### config.mk
export PLATFORM = sky130hd
export DESIGN_NAME = bus_hub_repeater
export DESIGN_NICKNAME = d
export VERILOG_FILES = /design/src/rtl/hub_pkg.sv /design/src/rtl/hub_sync.sv /design/src/rtl/hub_lane_dp.sv /design/src/rtl/hub_lane_ctrl.sv /design/src/rtl/bus_hub_repeater.sv
export SDC_FILE = /design/constraint.sdc
export NUM_CORES = 1
export LEC_CHECK = 0
export ABC_AREA = 1
export BUFFER_PORTS_ARGS = -buffer_cell sky130_fd_sc_hd__buf_2
export CAP_MARGIN = 20
export CORE_UTILIZATION = 43
export CTS_BUF_LIST = sky130_fd_sc_hd__clkbuf_16
export CTS_CLUSTER_DIAMETER = 100
export DETAILED_ROUTE_END_ITERATION = 8
export PLACE_DENSITY = 0.65
export REMOVE_ABC_BUFFERS = 1
export SKIP_CTS_REPAIR_TIMING = 1
export SLEW_MARGIN = 10
export SYNTH_ARGS = -nofsm -noshare
export SYNTH_HDL_FRONTEND = slang
export SYNTH_SLANG_ARGS = --single-unit
### constraint.sdc
create_clock -name clk -period 2.25 [get_ports clk]
set_input_delay 0.45 -clock clk [delete_from_list [all_inputs] [get_ports clk]]
set_output_delay 0.45 -clock clk [all_outputs]
set_load 0.005 [all_outputs]
### src/rtl/hub_pkg.sv
package hub_pkg;

  localparam logic [1:0] PAD_REL    = 2'b00;
  localparam logic [1:0] PAD_WEAK   = 2'b01;
  localparam logic [1:0] PAD_STRONG = 2'b11;

  typedef enum logic [2:0] {
    ST_IDLE,
    ST_SRC,
    ST_WAITX2,
    ST_RISE,
    ST_HOLD,
    ST_FOLLOW
  } laneState_e;

  // control -> datapath
  typedef struct packed {
    logic exp1Drv;
    logic driveAll;
    logic driveNonSrc;
    logic captureSrc;
    logic clearSrc;
    logic timerRun;
  } laneStrobe_t;

  // datapath -> control
  typedef struct packed {
    logic anyStrong;
    logic srcAllHigh;
    logic timerDone;
    logic exp1High;
    logic exp2High;
  } laneStatus_t;

endpackage

### src/rtl/hub_sync.sv
module hub_sync #(
  parameter int WIDTH  = 1,
  parameter int STAGES = 2,
  parameter logic [WIDTH-1:0] RST_VAL = '0
) (
  input  logic             clk,
  input  logic             rstN,
  input  logic [WIDTH-1:0] dIn,
  output logic [WIDTH-1:0] qOut
);

  logic [STAGES-1:0][WIDTH-1:0] chainQ;

  always_ff @(posedge clk or negedge rstN) begin
    if (!rstN) begin
      chainQ <= {STAGES{RST_VAL}};
    end else begin
      chainQ[0] <= dIn;
      for (int s = 1; s < STAGES; s++) begin
        chainQ[s] <= chainQ[s-1];
      end
    end
  end

  assign qOut = chainQ[STAGES-1];

endmodule

### src/rtl/hub_lane_dp.sv
module hub_lane_dp
  import hub_pkg::*;
#(
  parameter int NUM_PORTS   = 5,
  parameter int SYNC_STAGES = 2,
  parameter int RISE_CYCLES = 125
) (
  input  logic                     clk,
  input  logic                     rstN,
  input  logic [NUM_PORTS-1:0]     portEn,
  input  logic [2*NUM_PORTS-1:0]   padIn,
  input  logic [1:0]               expIn,
  input  laneStrobe_t              strobe,
  output laneStatus_t              status,
  output logic [NUM_PORTS-1:0]     driveLow,
  output logic [1:0]               expDrive
);

  localparam int PAD_W = 2 * NUM_PORTS;
  localparam int TW    = $clog2(RISE_CYCLES + 1);
  localparam logic [TW-1:0] TIMER_LAST = TW'(RISE_CYCLES - 1);

  logic [PAD_W-1:0]     padS;
  logic [1:0]           expS;
  logic [NUM_PORTS-1:0] strongVec;
  logic [NUM_PORTS-1:0] highVec;
  logic [NUM_PORTS-1:0] srcMaskQ;
  logic [TW-1:0]        timerQ;
  logic                 exp2DrvQ;
  logic                 timerDone;

  hub_sync #(.WIDTH(PAD_W), .STAGES(SYNC_STAGES), .RST_VAL('0)) u_padSync (
    .clk (clk),
    .rstN(rstN),
    .dIn (padIn),
    .qOut(padS)
  );

  hub_sync #(.WIDTH(2), .STAGES(SYNC_STAGES), .RST_VAL(2'b11)) u_expSync (
    .clk (clk),
    .rstN(rstN),
    .dIn (expIn),
    .qOut(expS)
  );

  for (genvar p = 0; p < NUM_PORTS; p++) begin : g_port
    assign strongVec[p] = portEn[p] && (padS[2*p +: 2] == PAD_STRONG);
    assign highVec[p]   = (padS[2*p +: 2] == PAD_REL);
    assign driveLow[p]  = portEn[p] &
                          (strobe.driveAll | (strobe.driveNonSrc & ~srcMaskQ[p]));
  end

  always_ff @(posedge clk or negedge rstN) begin
    if (!rstN) begin
      srcMaskQ <= '0;
    end else if (strobe.clearSrc) begin
      srcMaskQ <= '0;
    end else if (strobe.captureSrc) begin
      srcMaskQ <= srcMaskQ | strongVec;
    end
  end

  assign timerDone = (timerQ == TIMER_LAST);

  always_ff @(posedge clk or negedge rstN) begin
    if (!rstN) begin
      timerQ <= '0;
    end else if (!strobe.timerRun) begin
      timerQ <= '0;
    end else if (!timerDone) begin
      timerQ <= timerQ + 1'b1;
    end
  end

  always_ff @(posedge clk or negedge rstN) begin
    if (!rstN) exp2DrvQ <= 1'b0;
    else       exp2DrvQ <= |strongVec;
  end

  assign expDrive          = {exp2DrvQ, strobe.exp1Drv};
  assign status.anyStrong  = |strongVec;
  assign status.srcAllHigh = &(highVec | ~(srcMaskQ & portEn));
  assign status.timerDone  = timerDone;
  assign status.exp1High   = expS[0];
  assign status.exp2High   = expS[1];

  AST_TIMER_BOUND: assert property (@(posedge clk) disable iff (!rstN)
    timerQ <= TIMER_LAST);

  for (genvar p = 0; p < NUM_PORTS; p++) begin : g_chk
    AST_SRC_HELD: assert property (@(posedge clk) disable iff (!rstN)
      ($fell(driveLow[p]) && srcMaskQ[p]) |-> status.exp2High);
  end

endmodule

### src/rtl/hub_lane_ctrl.sv
module hub_lane_ctrl
  import hub_pkg::*;
(
  input  logic        clk,
  input  logic        rstN,
  input  laneStatus_t sts,
  output laneStrobe_t str
);

  laneState_e stateQ, stateD;

  always_ff @(posedge clk or negedge rstN) begin
    if (!rstN) stateQ <= ST_IDLE;
    else       stateQ <= stateD;
  end

  always_comb begin
    stateD = stateQ;
    if (sts.anyStrong) begin
      stateD = ST_SRC;
    end else begin
      unique case (stateQ)
        ST_IDLE:   if (!sts.exp1High || !sts.exp2High) stateD = ST_FOLLOW;
        ST_SRC:    stateD = ST_WAITX2;
        ST_WAITX2: if (sts.exp2High) stateD = ST_RISE;
        ST_RISE: begin
          if (!sts.exp2High)                           stateD = ST_WAITX2;
          else if (sts.srcAllHigh || sts.timerDone)    stateD = ST_HOLD;
        end
        ST_HOLD:   if (sts.exp1High && sts.exp2High) stateD = ST_IDLE;
        ST_FOLLOW: if (sts.exp1High && sts.exp2High) stateD = ST_IDLE;
        default:   stateD = ST_IDLE;
      endcase
    end
  end

  always_comb begin
    str            = '0;
    str.captureSrc = (stateQ != ST_IDLE);
    str.clearSrc   = (stateQ == ST_IDLE);
    unique case (stateQ)
      ST_SRC, ST_WAITX2: begin
        str.exp1Drv  = 1'b1;
        str.driveAll = 1'b1;
      end
      ST_RISE: begin
        str.exp1Drv     = 1'b1;
        str.driveNonSrc = 1'b1;
        str.timerRun    = 1'b1;
      end
      ST_HOLD:   str.driveNonSrc = 1'b1;
      ST_FOLLOW: str.driveAll    = 1'b1;
      default: ;
    endcase
  end

  AST_SRC_RAISES_EXP1: assert property (@(posedge clk) disable iff (!rstN)
    sts.anyStrong |=> str.exp1Drv);

  AST_EXP1_RELEASE_ORDER: assert property (@(posedge clk) disable iff (!rstN)
    $fell(str.exp1Drv) |-> $past(sts.exp2High && (sts.srcAllHigh || sts.timerDone)));

  AST_IDLE_NEEDS_BOTH: assert property (@(posedge clk) disable iff (!rstN)
    (stateQ == ST_IDLE && $past(stateQ) != ST_IDLE) |-> $past(sts.exp1High && sts.exp2High));

  AST_FOLLOW_DRIVES: assert property (@(posedge clk) disable iff (!rstN)
    (!sts.exp1High && !sts.anyStrong && stateQ == ST_IDLE) |=> str.driveAll);

endmodule

### src/rtl/bus_hub_repeater.sv
module bus_hub_repeater
  import hub_pkg::*;
#(
  parameter int NUM_PORTS   = 5,
  parameter int SYNC_STAGES = 2,
  parameter int CLK_MHZ     = 125,
  parameter int RISE_NS     = 1000
) (
  input  logic                   clk,
  input  logic                   rstN,
  input  logic [NUM_PORTS-2:0]   enIn,
  input  logic [2*NUM_PORTS-1:0] sdaPad,
  input  logic [2*NUM_PORTS-1:0] sclPad,
  input  logic [1:0]             sdaExpIn,
  input  logic [1:0]             sclExpIn,
  output logic [NUM_PORTS-1:0]   sdaDrive,
  output logic [NUM_PORTS-1:0]   sclDrive,
  output logic [1:0]             sdaExpDrive,
  output logic [1:0]             sclExpDrive
);

  localparam int RISE_RAW    = (CLK_MHZ * RISE_NS) / 1000;
  localparam int RISE_CYCLES = (RISE_RAW < 1) ? 1 : RISE_RAW;
  localparam int NUM_LANES   = 2;

  logic [NUM_PORTS-1:0] portEn;
  assign portEn = {enIn, 1'b1};

  logic [NUM_LANES-1:0][2*NUM_PORTS-1:0] padL;
  logic [NUM_LANES-1:0][1:0]             expInL;
  logic [NUM_LANES-1:0][NUM_PORTS-1:0]   driveL;
  logic [NUM_LANES-1:0][1:0]             expDrvL;

  assign padL[0]     = sdaPad;
  assign padL[1]     = sclPad;
  assign expInL[0]   = sdaExpIn;
  assign expInL[1]   = sclExpIn;
  assign sdaDrive    = driveL[0];
  assign sclDrive    = driveL[1];
  assign sdaExpDrive = expDrvL[0];
  assign sclExpDrive = expDrvL[1];

  for (genvar l = 0; l < NUM_LANES; l++) begin : g_lane
    laneStrobe_t laneStr;
    laneStatus_t laneSts;

    hub_lane_ctrl u_ctrl (
      .clk (clk),
      .rstN(rstN),
      .sts (laneSts),
      .str (laneStr)
    );

    hub_lane_dp #(
      .NUM_PORTS  (NUM_PORTS),
      .SYNC_STAGES(SYNC_STAGES),
      .RISE_CYCLES(RISE_CYCLES)
    ) u_dp (
      .clk     (clk),
      .rstN    (rstN),
      .portEn  (portEn),
      .padIn   (padL[l]),
      .expIn   (expInL[l]),
      .strobe  (laneStr),
      .status  (laneSts),
      .driveLow(driveL[l]),
      .expDrive(expDrvL[l])
    );
  end

endmodule

==> results of run 1 <==
==> power groups by stage <==
| stage | clock network, mW | logic (mW) | registers, mW |
|---|---|---|---|
| 2_1_floorplan | 0 | 0.760 | 1.79 |
| 3_3_place_gp | 0 | 1.09 | 1.83 |
| 3_5_place_dp | 0 | 1.12 | 1.83 |
| 4_1_cts | 1.54 | 1.14 | 1.81 |
| 5_1_grt | 1.58 | 1.30 | 1.85 |
| 6_report | 1.51 | 1.13 | 1.81 |
==> synth_stat cells (2+ instances only) <==
master     n
a21oi_4    2
nor3_1     7
nor3_4     2
nor2_2     2
nor2_4     2
inv_1     55
nand4_1    7
ha_1       4
nand3_1   21
o21a_1     3
a31oi_1    3
a21oi_1    9
nand2_1   69
o21ai_0   17
xnor2_1    3
nand2_2   10
dfstp_2    8
o21bai_1   2
nor2_1    32
buf_4      2
dfrtp_1   72
==> state kept, by name (all words and copies together) (netlist names) <==
register                      cells
g_lane.u_dp.u_padSync.qOut       20
g_lane.u_dp.timerQ               14
g_lane.u_dp.exp2DrvQ              2
g_lane.u_dp.srcMaskQ             10
g_lane.u_dp.u_expSync.qOut        4
g_lane.u_ctrl.stateQ              6
g_lane.u_dp.u_expSync.chainQ      4
g_lane.u_dp.u_padSync.chainQ     20
==> worst max path at each step <==
stage	slack (ns)	startpoint	end
final	0.13	g_lane[1].u_ctrl.stateQ[2]	sclDrive[4]
after CTS	0.12	g_lane[1].u_ctrl.stateQ[1]	sclDrive[4]
after global routing	0.01	g_lane[0].u_ctrl.stateQ[1]	sdaDrive[2]
after floorplan	0.78	g_lane[1].u_ctrl.stateQ[2]	sclDrive[2]
after detailed placement	0.50	g_lane[1].u_ctrl.stateQ[2]	sclDrive[4]
after global placement	0.51	g_lane[0].u_ctrl.stateQ[2]	sdaDrive[0]
==> critical path, cell delays in order, from the launching register on <==
cell      delay (ns)
dfrtp_1         0.46
nor2_1          0.27
o21bai_1        0.19
o21a_1          0.14
nor2_1          0.13
buf_2           0.14
==> final cells by class <==
cell class	instances	area share (%)
tap	99	3.17
multi-input combinational	198	26.0
sequential	80	51.5
clock buffer	9	5.76
timing repair buffer	44	6.08
clock inverter	7	2.21
inverter	55	5.28
==> cells by family (layout without fill, tap and decap cells) <==
logic type	count (synthesis)	count (layout)
DFF	80	80
adders and majority gates	4	4
AOI/OAI and AO/OA	39	39
and+or+nand+nor	152	152
buffers and inverters	57	115
xor gates and xnor gates	3	3
==> per-layer routing <==
layer	up-vias	GRT usage, %	routed length [µm]
met5	-	0	0
met4	0	9.09	134
met3	11	3.23	200
met2	46	28.0	2870
met1	1117	22.7	2820
li1	1166	-	-
==> per-stage QoR <==
step | cells | instance area, µm² | total power [mW] | setup slack (ns)
global route | 492 | 3910 | 4.72 | 0.0143
global placement | 476 | 3590 | 2.92 | 0.508
finish | 492 | 3910 | 4.45 | 0.135
CTS | 492 | 3910 | 4.49 | 0.116
floorplan | 333 | 3230 | 2.55 | 0.781
detailed placement | 476 | 3590 | 2.95 | 0.498
==> cells in the final DEF (no fill, tap or decap), types with 3 or more instances in the layout <==
master	synthesis	final
clkbuf_16	0	9
dfstp_2	8	8
a31oi_1	3	3
a21oi_1	9	8
o21a_1	3	3
nor2_1	32	32
xnor2_1	3	3
nand3_1	21	21
nand4_1	7	7
inv_1	55	55
nand2_1	69	69
nor3_1	7	7
dfrtp_1	72	72
ha_1	4	4
buf_2	0	42
nand2_2	10	10
o21ai_0	17	17
==> flow_summary.json, run 1 <==
{
  "outcome": "complete, no violations",
  "clockPowerShare_pct": 33.9,
  "grt_setup_unrepaired": "no",
  "ys_seq_elements": 80,
  "routed_wl_um": 6030,
  "multi_input_area_um2": 1020,
  "required_ns": 1.80,
  "timing.final.hold_violations": 0,
  "max_freq_mhz": 473,
  "maxCapViolCount": 0,
  "p_per_area_nw_per_um2": 1140,
  "async_flop_share_pct": 100,
  "drive_gt1_share_pct": 21.9,
  "clk_latency_ns": 0.33,
  "clkSinkCount": 80,
  "timing.setup.critical_path_class": "flip-flop to primary output",
  "synth_mux_area_share_pct": 0,
  "finish.utilization_pct": 53.6,
  "die_x_um": 88.9,
  "ff2ff_path_depth": 9,
  "start_util_pct": 44.5,
  "wl_per_cell_um": 12.3,
  "finalSetupTns_ns": 0,
  "clockBufferDepth": 2,
  "synth.area.top_cells": "dfrtp_1 55%, nand2_1 8.0%, dfstp_2 6.5%",
  "grt_max_degree": 52,
  "fin_crit_sh_pct": 94.0,
  "end_kind": "primary output",
  "tightestPinTransition_ns": 0.641,
  "yosys.area_share.simple_pct": 21.3,
  "drt_iter0_markers": 130,
  "intPower_mw": 3.02,
  "power_leakage_nw": 2.01,
  "switchingPower_mw": 1.42,
  "whs_ns": 0.143,
  "setup_viol": 0,
  "htree_levels": 3,
  "r2r-start": "g_lane[1].u_dp.timerQ[0]",
  "netlist_area_um2": 3250,
  "fin_crit_ns": 2.12,
  "die_height_um": 88.9,
  "grt-ovfl-total": 0,
  "hp-class": "input port to asynchronous set/reset pin",
  "die_area_um2": 7900,
  "final_antenna_net_count": 0,
  "ys_warn_count": 0,
  "synth_edf_count": 0,
  "grt_pass1_wl_um": 10100,
  "synth_ff_type": "dfrtp_1",
  "vias": 2340,
  "ys_seq_area_share_pct": 62.0,
  "slew_headroom_pct": 57.2,
  "arrival_ns": 1.67,
  "syn_to_final_growth_pct": 20.4,
  "startpoint_type": "flip-flop",
  "switching_share_pct": 32.0,
  "synth_xor_area_share_pct": 0.809,
  "p_comb_share_pct": 25.3,
  "synth_cell_types": 24,
  "first_pass_iters": 4,
  "io_pins": 44,
  "reg2reg_to": "g_lane[1].u_ctrl.stateQ[0]",
  "seqPwrFrac_pct": 40.8,
  "place.gp.congestion": 0.814,
  "grt_pass1_vias": 2273,
  "slew_violations": 0,
  "clock-root-buffer": "clkbuf_16",
  "nets": 422,
  "port_buffers": 43,
  "syn_inst": 335,
  "antenna_found_initial": 0,
  "synth_top_area_cell": "dfrtp_1",
  "numCtsBuffers": 9,
  "rows": 31,
  "synth-compound-area-share_pct": 7.51,
  "antenna_cells": 0,
  "ff_latch_area_um2": 2010,
  "num-fill-cells": 670,
  "netlist.area_leader.share_pct": 55.5,
  "clk_pin_slew_ns": 0.06,
  "avgViaCountPerCell": 4.76,
  "finClkSkew_ns": 0.00339,
  "ir_drop_mv": 0.689,
  "avgSynthCellArea_um2": 9.69,
  "cts_tree": "built",
  "core_area_um2": 7290,
  "synthAdderAreaFrac_pct": 1.54,
  "post-dp-hpwl_um": 4290,
  "grt_usage_pct": 17.4,
  "remaining_drc_errors": 0,
  "r2r_slack_ns": 0.80,
  "critPathMaxFanout": 6,
  "synth_top_family_by_area": "simple AND/OR/NAND/NOR gates"
}
Power figures use the tool's default switching activity.
==> run 2, diff against run 1 <==
--- a/config.mk
+++ b/config.mk
@@ -13,7 +13,6 @@
 export CTS_CLUSTER_DIAMETER = 100
 export DETAILED_ROUTE_END_ITERATION = 8
 export PLACE_DENSITY = 0.65
-export REMOVE_ABC_BUFFERS = 1
 export SKIP_CTS_REPAIR_TIMING = 1
 export SLEW_MARGIN = 10
 export SYNTH_ARGS = -nofsm -noshare
==> run 2 against run 1 <==
Wire length increased by 2.8%. Worst hold slack worse by 0.034 ns. Die area is the same. Clock skew up 0.0022 ns. Utilization increased by 0.052 points. Register-to-register slack worse by 0.06 ns. Critical path depth unchanged. Clock power is essentially flat. Combinational power hardly changed. Count of clock-buffer cells in the layout stayed put. Sequential power hardly changed. Flip-flop and latch count did not move. Critical path type unchanged.
==> flow_summary.json, run 2 (synthesis results as in run 1) <==
{
  "post-dp-hpwl_um": 4300,
  "final_antenna_net_count": 0,
  "clk_latency_ns": 0.33,
  "r2r-start": "g_lane[0].u_ctrl.stateQ[2]",
  "critPathSlowestCell": "dfrtp_1",
  "fin_crit_sh_pct": 94.2,
  "critPathBufInv": 1,
  "cp_top_family": "compound AO/OA/AOI/OAI gates",
  "hp-class": "input port to asynchronous set/reset pin",
  "instances_no_fill": 493,
  "grt_pass1_wl_um": 10500,
  "htree_levels": 3,
  "maxCapViolCount": 0,
  "setup_viol": 0,
  "place_inst": 478,
  "required_ns": 1.80,
  "crit_chain": "nor2_1, o21bai_1, o21a_1, nor2_1, buf_2",
  "fin_crit_ns": 2.12,
  "clk_pin_slew_ns": 0.06,
  "arrival_ns": 1.67,
  "outcome": "complete, no violations",
  "cts_tree": "built",
  "io_pins": 44,
  "startpoint_type": "flip-flop",
  "remaining_drc_errors": 0,
  "cp_common_cell": "nor2_1",
  "drt_iter0_markers": 124,
  "num-fill-cells": 697,
  "finClkSkew_ns": 0.00561,
  "start_util_pct": 44.5,
  "first_pass_iters": 5,
  "power_leakage_nw": 2.01,
  "die_area_um2": 7900,
  "routed_wl_um": 6190,
  "critPathMaxFanout": 6,
  "grt_usage_pct": 18.1,
  "pre_cts_slack_ns": 0.459,
  "drive_gt1_share_pct": 22.3,
  "avgViaCountPerCell": 4.85,
  "place.gp.congestion": 0.804,
  "end_kind": "primary output",
  "numCtsBuffers": 9,
  "wl_per_cell_um": 12.6,
  "grt_pass1_vias": 2319,
  "final_common_cell": "dfrtp_1",
  "slew_headroom_pct": 63.3,
  "whs_ns": 0.108,
  "crit_start": "g_lane[1].u_ctrl.stateQ[2]",
  "clockBufferDepth": 2,
  "antenna_cells": 0,
  "syn_nets": 369,
  "finalSetupTns_ns": 0,
  "max_stage_delay_ns": 0.47,
  "grt_max_degree": 43,
  "p_per_area_nw_per_um2": 1140,
  "vias": 2389,
  "grt_setup_unrepaired": "no",
  "timing.setup.critical_path_class": "flip-flop to primary output",
  "setup_slack_ns": 0.131,
  "syn_to_final_growth_pct": 20.5,
  "timing.final.hold_violations": 0,
  "antenna_found_initial": 0,
  "die_height_um": 88.9,
  "max_freq_mhz": 472,
  "nets": 424,
  "clock-root-buffer": "clkbuf_16",
  "mostFrequentLayoutCells": "72 x dfrtp_1, 69 x nand2_1, 55 x inv_1",
  "tightestPinTransition_ns": 0.550,
  "grt-ovfl-total": 0,
  "clkSinkCount": 80,
  "core_area_um2": 7290,
  "slew_violations": 0,
  "r2r_slack_ns": 0.74,
  "port_buffers": 43,
  "ir_drop_mv": 0.547,
  "rows": 31,
  "die_x_um": 88.9
}
[run 2: cell types whose count changed in the layout (fill, tap and decap cells not counted), sizes merged]
cell | previous run | this run
clkinv | 5 | 2
inv | 55 | 56
buf | 44 | 46
clkinvlp | 0 | 1
[run 2: where the power goes]
group          total, mW  switching [mW]  internal [mW]
clock network       1.50           0.537          0.960
registers           1.82           0.178           1.65
logic               1.15           0.725          0.423
total               4.47            1.44           3.03
[run 2: final timing paths]
path                                                      endpoint  cells past startpoint
worst max-delay path                                   sclDrive[4]                      5
worst min-delay path                       g_lane[1].u_dp.exp2DrvQ                      1
worst max register to register          g_lane[0].u_ctrl.stateQ[0]                      6
worst min register to register    g_lane[0].u_dp.u_padSync.qOut[4]                      0
max in group asynchronous               g_lane[0].u_dp.srcMaskQ[2]                      2
min in group clk                g_lane[1].u_dp.u_expSync.chainQ[0]                      1
[run 2: layer usage]
layer | wire (µm) | GRT usage [%]
met5 | 0 | 0
met4 | 115 | 7.92
met3 | 260 | 4.25
met2 | 3100 | 29.4
met1 | 2720 | 23.2
[run 2: per-stage QoR]
stage	total power, mW	cell area (µm²)	utilization [%]
finish	4.47	3910	53.7
global route	4.75	3910	53.7
CTS	4.48	3910	53.6
detailed placement	2.96	3600	49.3
global placement	2.93	3600	49.3
floorplan	2.56	3250	-
[run 2: layout make-up]
cell class                      count  area (µm²)  area share (%)
Tap cell                           99         124            3.17
Clock buffer                        9         225            5.76
Sequential cell                    80        2010            51.4
Timing Repair Buffer               46         240            6.14
Inverter                           55         206            5.28
Clock inverter                      6        83.8            2.14
Multi-Input combinational cell    198        1020            26.1
